**config.mk**
```make
export PLATFORM = sky130hd
export DESIGN_NAME = wake_reset_cause_rec
export DESIGN_NICKNAME = d
export VERILOG_FILES = /design/src/rtl/rcr_pkg.sv /design/src/rtl/rcr_rst_cause.sv /design/src/rtl/rcr_wake_flags.sv /design/src/rtl/rcr_regbus.sv /design/src/rtl/wake_reset_cause_rec.sv
export SDC_FILE = /design/constraint.sdc
export NUM_CORES = 1
export LEC_CHECK = 0
export ABC_AREA = 0
export BUFFER_PORTS_ARGS = -buffer_cell sky130_fd_sc_hd__buf_2
export CAP_MARGIN = 20
export CORE_MARGIN = 2
export CORE_UTILIZATION = 36
export DETAILED_ROUTE_END_ITERATION = 12
export PLACE_DENSITY = 0.88
export SLEW_MARGIN = 15
export SYNTH_ARGS = -nofsm -noshare
export SYNTH_HDL_FRONTEND = slang
export SYNTH_SLANG_ARGS = --single-unit
```
**constraint.sdc**
```tcl
create_clock -name clk -period 1.6 [get_ports clk]
set_input_delay 0.16 -clock clk [delete_from_list [all_inputs] [get_ports clk]]
set_output_delay 0.16 -clock clk [all_outputs]
set_load 0.01 [all_outputs]
```
**src/rtl/rcr_pkg.sv**
```systemverilog
package rcr_pkg;
  localparam int DATA_W = 32;
  localparam int ADDR_W = 8;
  localparam int REG_W  = 6;
  localparam int NCAUSE = 5;

  // cause bit positions
  localparam int RC_EXT = 0;
  localparam int RC_WDT = 2;
  localparam int RC_SLP = 3;
  localparam int RC_DST = 4;
  localparam int RC_SW  = 5;

  // wake bit positions
  localparam int WK_EINT = 0;
  localparam int WK_ALM  = 1;
  localparam int WK_TICK = 4;
  localparam int WK_BATF = 5;

  localparam logic [REG_W-1:0] RC_RESET = 6'b000001;
  localparam logic [REG_W-1:0] WK_MASK  = 6'b110011;
  localparam logic [1:0]       PCFG_BATF = 2'b01;

  localparam logic [ADDR_W-1:0] OFF_RC = 8'h68;
  localparam logic [ADDR_W-1:0] OFF_WK = 8'h6C;
endpackage

```
**src/rtl/rcr_rst_cause.sv**
```systemverilog
module rcr_rst_cause
  import rcr_pkg::*;
(
  input  logic              clk,
  input  logic              rst_n,
  input  logic [NCAUSE-1:0] cause_i,   // index 0 = highest priority
  output logic [REG_W-1:0]  rc_o
);
  localparam int POS [NCAUSE] = '{RC_EXT, RC_WDT, RC_SLP, RC_DST, RC_SW};

  logic [REG_W-1:0] rc_q, rc_d, pick;
  logic             hit, rc_ce;

  always_comb begin
    pick = '0;
    hit  = 1'b0;
    for (int i = 0; i < NCAUSE; i++) begin
      if (cause_i[i] && !hit) begin
        pick[POS[i]] = 1'b1;
        hit = 1'b1;
      end
    end
    rc_ce = hit;
    rc_d  = pick;
  end

  always_ff @(posedge clk or negedge rst_n) begin
    if (!rst_n)     rc_q <= RC_RESET;
    else if (rc_ce) rc_q <= rc_d;
  end

  assign rc_o = rc_q;


  rc_single_bit_chk: assert property (@(posedge clk) disable iff (!rst_n)
    $countones(rc_q) == 1);


  rc_ext_wins_chk: assert property (@(posedge clk) disable iff (!rst_n)
    cause_i[0] |=> rc_q[RC_EXT]);


  rc_sw_lowest_chk: assert property (@(posedge clk) disable iff (!rst_n)
    (cause_i[NCAUSE-1] && |cause_i[NCAUSE-2:0]) |=> !rc_q[RC_SW]);


  rc_hold_chk: assert property (@(posedge clk) disable iff (!rst_n)
    !(|cause_i) |=> $stable(rc_q));
endmodule

```
**src/rtl/rcr_wake_flags.sv**
```systemverilog
module rcr_wake_flags
  import rcr_pkg::*;
(
  input  logic             clk,
  input  logic             rst_n,
  input  logic [REG_W-1:0] set_i,
  input  logic [REG_W-1:0] clr_i,
  output logic [REG_W-1:0] wk_o
);
  logic [REG_W-1:0] wk_q, wk_d;
  logic             wk_ce;

  always_comb begin
    wk_ce = |set_i || |clr_i;
    wk_d  = ((wk_q & ~clr_i) | set_i) & WK_MASK;
  end

  always_ff @(posedge clk or negedge rst_n) begin
    if (!rst_n)     wk_q <= '0;
    else if (wk_ce) wk_q <= wk_d;
  end

  assign wk_o = wk_q;


  wk_set_wins_chk: assert property (@(posedge clk) disable iff (!rst_n)
    set_i[WK_EINT] |=> wk_q[WK_EINT]);


  wk_clear_chk: assert property (@(posedge clk) disable iff (!rst_n)
    (clr_i[WK_TICK] && !set_i[WK_TICK]) |=> !wk_q[WK_TICK]);


  wk_reserved_chk: assert property (@(posedge clk) disable iff (!rst_n)
    (wk_q & ~WK_MASK) == '0);
endmodule

```
**src/rtl/rcr_regbus.sv**
```systemverilog
module rcr_regbus
  import rcr_pkg::*;
(
  input  logic              clk,
  input  logic              rst_n,
  input  logic              sel_i,
  input  logic              wr_i,
  input  logic [ADDR_W-1:0] addr_i,
  input  logic [DATA_W-1:0] wdata_i,
  input  logic [REG_W-1:0]  rc_i,
  input  logic [REG_W-1:0]  wk_i,
  output logic [REG_W-1:0]  wk_clr_o,
  output logic [DATA_W-1:0] rdata_o
);
  logic              hit_rc, hit_wk, rd_ce;
  logic [DATA_W-1:0] rd_d, rd_q;

  always_comb begin
    hit_rc   = (addr_i == OFF_RC);
    hit_wk   = (addr_i == OFF_WK);
    rd_ce    = sel_i && !wr_i;
    wk_clr_o = (sel_i && wr_i && hit_wk) ? (wdata_i[REG_W-1:0] & WK_MASK) : '0;
    rd_d     = '0;
    if (hit_rc)      rd_d[REG_W-1:0] = rc_i;
    else if (hit_wk) rd_d[REG_W-1:0] = wk_i;
  end

  always_ff @(posedge clk or negedge rst_n) begin
    if (!rst_n)     rd_q <= '0;
    else if (rd_ce) rd_q <= rd_d;
  end

  assign rdata_o = rd_q;


  rd_latency_chk: assert property (@(posedge clk) disable iff (!rst_n)
    (sel_i && !wr_i && addr_i == OFF_RC) |=> rdata_o[REG_W-1:0] == $past(rc_i));


  rd_unmapped_chk: assert property (@(posedge clk) disable iff (!rst_n)
    (sel_i && !wr_i && addr_i != OFF_RC && addr_i != OFF_WK) |=> rdata_o == '0);
endmodule

```
**src/rtl/wake_reset_cause_rec.sv**
```systemverilog
module wake_reset_cause_rec
  import rcr_pkg::*;
(
  input  logic              clk,
  input  logic              rst_n,
  input  logic              rst_ext_i,
  input  logic              rst_wdt_i,
  input  logic              rst_dstop_i,
  input  logic              rst_sw_i,
  input  logic              sleep_mode_i,
  input  logic              wk_eint_i,
  input  logic              wk_alarm_i,
  input  logic              wk_tick_i,
  input  logic              wk_batf_i,
  input  logic [1:0]        pwr_cfg_i,
  input  logic              sel_i,
  input  logic              wr_i,
  input  logic [ADDR_W-1:0] addr_i,
  input  logic [DATA_W-1:0] wdata_i,
  output logic [DATA_W-1:0] rdata_o
);
  logic [REG_W-1:0]  wk_set, wk_clr, wk_val, rc_val;
  logic [NCAUSE-1:0] cause;
  logic              batf_ok, sleep_wake;

  always_comb begin
    batf_ok            = wk_batf_i && (pwr_cfg_i == PCFG_BATF);
    wk_set             = '0;
    wk_set[WK_EINT]    = wk_eint_i;
    wk_set[WK_ALM]     = wk_alarm_i;
    wk_set[WK_TICK]    = wk_tick_i;
    wk_set[WK_BATF]    = batf_ok;
    sleep_wake         = sleep_mode_i && |wk_set;
    cause              = {rst_sw_i, rst_dstop_i, sleep_wake, rst_wdt_i, rst_ext_i};
  end

  rcr_rst_cause u_cause (
    .clk(clk), .rst_n(rst_n), .cause_i(cause), .rc_o(rc_val)
  );

  rcr_wake_flags u_wake (
    .clk(clk), .rst_n(rst_n), .set_i(wk_set), .clr_i(wk_clr), .wk_o(wk_val)
  );

  rcr_regbus u_bus (
    .clk(clk), .rst_n(rst_n), .sel_i(sel_i), .wr_i(wr_i), .addr_i(addr_i),
    .wdata_i(wdata_i), .rc_i(rc_val), .wk_i(wk_val), .wk_clr_o(wk_clr),
    .rdata_o(rdata_o)
  );


  batf_gate_chk: assert property (@(posedge clk) disable iff (!rst_n)
    (wk_batf_i && pwr_cfg_i != PCFG_BATF && !wk_val[WK_BATF] && !(|wk_clr))
      |=> !wk_val[WK_BATF]);


  sleep_wake_chk: assert property (@(posedge clk) disable iff (!rst_n)
    (sleep_mode_i && wk_tick_i && !rst_ext_i && !rst_wdt_i) |=> rc_val[RC_SLP]);
endmodule

```
==> tab_implementation.tex <==
\begin{tabular}{lr}
\hline
Metric & Value \\
\hline
\multicolumn{2}{l}{\textbf{Power}} \\
\quad Pwr dens & just under 700 mW/mm\^{}2 \\
\quad Leakage power & about 0.56 nW \\
\quad Worst IR drop on VDD & about 0.46 mV \\
\multicolumn{2}{l}{\textbf{Synth}} \\
\quad Library cells used by synthesis & 27 \\
\quad Top area cells in the synthesized netlist & sky130\_fd\_sc\_hd\_\_dfrtp\_1 37\%, sky130\_fd\_sc\_hd\_\_buf\_4 21\%, sky130\_fd\_sc\_hd\_\_mux2i\_1 3.2\%, sky130\_fd\_sc\_hd\_\_o32a\_1 3.2\%, sky130\_fd\_sc\_hd\_\_nand2\_1 3.2\% \\
\quad Average instance area after synthesis & roughly 10 sq um \\
\quad Synth Warn \# & 0 \\
\quad Summed instance area of the synthesized netlist & slightly above 900 sq um \\
\quad Number of standard cells after synthesis & 94 \\
\quad Total of flip-flops plus latches after synthesis & 15 \\
\quad Post-synthesis cell type with the largest combined area & sky130\_fd\_sc\_hd\_\_dfrtp\_1 \\
\quad Area share of the largest cell type after synthesis & between 30\% and 40\% \\
\quad Seq/Total Area, Yosys & slightly above 40\% \\
\multicolumn{2}{l}{\textbf{Die}} \\
\quad Width of the die & roughly 55 um \\
\quad DIE AREA & 0.00302 sq mm \\
\quad Area inside the core boundary & between 0.002 and 0.0025 sq mm \\
\quad Row cnt & 18 \\
\quad Top Ports & a little under 90 \\
\quad Starting density of the core & a little under two fifths \\
\quad Height of the chip & between 50 and 60 um \\
\multicolumn{2}{l}{\textbf{GRT}} \\
\quad Global-route wire length before repair & approximately 3000 um \\
\quad Congestion Overflow GR & 0 \\
\quad Vias in the first global route & between 600 and 700 \\
\quad Initial antenna violation count & 0 \\
\quad Maximum number of pins on one net before global-route repair & 16 \\
\quad GR Util All Layers & 13.6\% \\
\multicolumn{2}{l}{\textbf{Placed design}} \\
\quad Hpwl dp & about 1500 um \\
\quad Worst-case setup slack after placement & around 0.23 ns \\
\quad RePlAce Congestion & $\sim$0.83 \\
\quad Count of placed standard cells including taps & between 150 and 200 \\
\quad Instance area at placement & about 0.001 sq mm \\
\quad Number of port buffers & 32 \\
\multicolumn{2}{l}{\textbf{Route}} \\
\quad Average detailed-routed wire length per instance & around 12 um \\
\quad Number of antenna-violating nets in the routed design & 0 \\
\quad Mean number of vias per cell & around 4.6 \\
\quad Drt first pass iters & 4 \\
\quad Initial DRC Count & 11 \\
\quad DRC Markers & 0 \\
\quad Vias after detailed routing & $\sim$730 \\
\quad Wirelength, routed & approximately 1800 um \\
\multicolumn{2}{l}{\textbf{Worst setup path}} \\
\quad Register-to-register path setup slack & 0.22 ns \\
\quad CP Data Arrival Time & between 1.5 and 2 ns \\
\quad Critical path cell sequence & or4b\_2 -> o21ai\_0 \\
\quad Cell count of the worst reg-to-reg path & 2 \\
\quad Critical Path Source Type & flop \\
\quad Maximum fanout along the worst path & 2 \\
\quad Kind of capture point of the worst setup path & flop \\
\quad Crit Reg-Reg Endpoint & u\_cause.rc\_o[0] \\
\quad Gate family responsible for the most delay along the worst path & simple AND/OR/NAND/NOR gates \\
\quad Slowest stage cell on the critical path & sky130\_fd\_sc\_hd\_\_or4b\_2 \\
\quad Largest stage delay on the critical path & 0.58 ns \\
\quad Start-to-end type of the worst setup path & reg -> reg \\
\quad Required time of the critical path & roughly 1.8 ns \\
\quad R2R Path Start & u\_cause.rc\_o[0] \\
\quad Startpoint of the worst setup timing path & u\_cause.rc\_o[0] \\
\quad Worst path bufs/invs & 0 \\
\multicolumn{2}{l}{\textbf{STA}} \\
\quad Clock skew after layout & 0.00636 ns \\
\quad Final-report setup violation count & 0 \\
\quad Final min period & around 1.4 ns \\
\quad Pins over their slew limit & 0 \\
\quad Portion of the clock cycle consumed by the worst path in the final layout & approximately 86\% \\
\quad Final hold viol count & 0 \\
\quad Achievable frequency & between 0.7 and 0.8 GHz \\
\quad Post-route setup TNS & 0 ns \\
\quad Unrepaired setup endpoints after global routing & no \\
\quad Worst Slack Setup Final & about 0.22 ns \\
\multicolumn{2}{l}{\textbf{Cells and area}} \\
\quad Number of filler instances in the final layout & 252 \\
\quad Most common cell after layout, fill and taps aside & sky130\_fd\_sc\_hd\_\_buf\_2 \\
\quad Cell area after layout & around 0.0011 sq mm \\
\quad Most frequent cells in the layout & 32 x sky130\_fd\_sc\_hd\_\_buf\_2, 26 x sky130\_fd\_sc\_hd\_\_conb\_1, 14 x sky130\_fd\_sc\_hd\_\_dfrtp\_1, 8 x sky130\_fd\_sc\_hd\_\_nand2\_1 \\
\quad Final-stage net count & between 150 and 200 \\
\quad Ratio of cells with drive above 1 in the final layout & 30.5\% \\
\quad Area growth from synthesis to final layout & 13.4\% \\
\quad Antenna diodes & 0 \\
\quad Core utilization of the finished layout & between 40\% and 50\% \\
\quad Number of standard cells in the final layout excluding fillers & between 150 and 200 \\
\multicolumn{2}{l}{\textbf{Hold path}} \\
\quad Min-delay worst type & in -> reg \\
\quad Hold\_sp & rst\_dstop\_i \\
\quad Depth of the worst hold-timing path & 2 \\
\quad Worst hold endpoint & u\_cause.rc\_o[5] \\
\multicolumn{2}{l}{\textbf{CTS}} \\
\quad Clock tree from TritonCTS & done \\
\quad CTS HTree Levels & 1 \\
\quad Number of buffers inserted during clock tree synthesis & 3 \\
\quad Clock sink count & 15 \\
\quad Clock-pin slew of the registers on the worst-case setup and hold paths & around 0.09 ns \\
\quad Insertion delay of the later-clocked pin in the worst-skew pair & roughly 0.29 ns \\
\quad Clock tree root driver cell & sky130\_fd\_sc\_hd\_\_clkbuf\_4 \\
\quad \# resized after CTS & 0 \\
\quad Maximum count of clock buffers along a single path & 2 \\
\multicolumn{2}{l}{\textbf{Run status}} \\
\quad Outcome & completed \\
\multicolumn{2}{l}{\textbf{Flow run}} \\
\quad Number of max-cap violations & 0 \\
\hline
\end{tabular}
worst reg2reg max path, cell delays in order (launching register included):
cell and delay (ns):
sky130_fd_sc_hd__dfstp_2 0.55, sky130_fd_sc_hd__or4b_2 0.58, sky130_fd_sc_hd__o21ai_0 0.18
where the power goes:
part | switching, mW | leakage [nW] | internal [mW]
clock | 0.124 | 0.0150 | 0.0969
combinational | 0.0760 | 0.360 | 0.0437
sequential | 0.00326 | 0.183 | 0.386
registers in the layout, summed over array words and instances, names as in the netlist:
signal	count
u_wake.wk_o	4
u_cause.rc_o	5
u_bus.rdata_o	6
synthesized netlist by cell type (all sizes together):
cell      n
o41ai     2
o21a      1
inv       4
buf      26
clkbuf    2
mux2i     3
and3      1
a21boi    1
o31ai     4
nor2      3
nand2b    4
dfrtp    14
nor4b     2
nand3b    1
nand2     8
o21ai     3
dfstp     1
nand3     2
nor2b     1
nand4b    1
conb      1
a2bb2oi   2
o32a      3
or4b      2
nor3      2
routing by layer:
metal | up-vias | global-route usage, % | wire length [um]
met5 | - | 0 | 0
met4 | 0 | 6.10 | 23
met3 | 4 | 2.15 | 181
met2 | 43 | 25.2 | 946
met1 | 342 | 15.2 | 674
li1 | 343 | - | -
final cells by class:
class                   count  area, sq um  area share (%)
multi-input cells          72          435            41.0
flip-flops and latches     15          377            35.5
repair buffers             33          170            16.0
well taps                  30         37.5            3.54
clock buffers               4         26.3            2.48
inverters                   4         15.0            1.42
timing repair:
| item | in CTS | in global routing |
|---|---|---|
| endpoints found under the setup margin | 0 | 0 |
| buffers inserted | 0 | 0 |
| endpoints found under the hold margin | 14 | 0 |
| hold buffers | 1 | 0 |
cells by family (layout without fill, tap and decap cells):
group | Yosys count | count (layout) | share of synthesized area [%]
simple gates | 27 | 27 | 19.5
flops | 15 | 15 | 40.2
compound gates | 16 | 16 | 13.4
mux | 3 | 3 | 3.21
other cells | 1 | 26 | 0.401
buf+inv | 32 | 41 | 23.3
worst max-delay path by stage:
stage | end | cells past startpoint | slack [ns]
2_1_floorplan | u_cause.rc_o[0] | 2 | 0.31
3_3_place_gp | u_cause.rc_o[0] | 2 | 0.28
3_5_place_dp | u_cause.rc_o[0] | 2 | 0.23
4_1_cts | u_cause.rc_o[0] | 2 | 0.20
5_1_grt | u_cause.rc_o[0] | 2 | 0.19
6_report | u_cause.rc_o[0] | 2 | 0.22
stage by stage:
step | hold WS, ns | total power, mW
CTS | 0.0981 | 0.736
detailed placement | 0.0843 | 0.514
finish | 0.118 | 0.730
global placement | 0.0690 | 0.509
global route | 0.119 | 0.776
floorplan | -0.136 | 0.506
No activity file was read; power rests on OpenSTA's default activity.
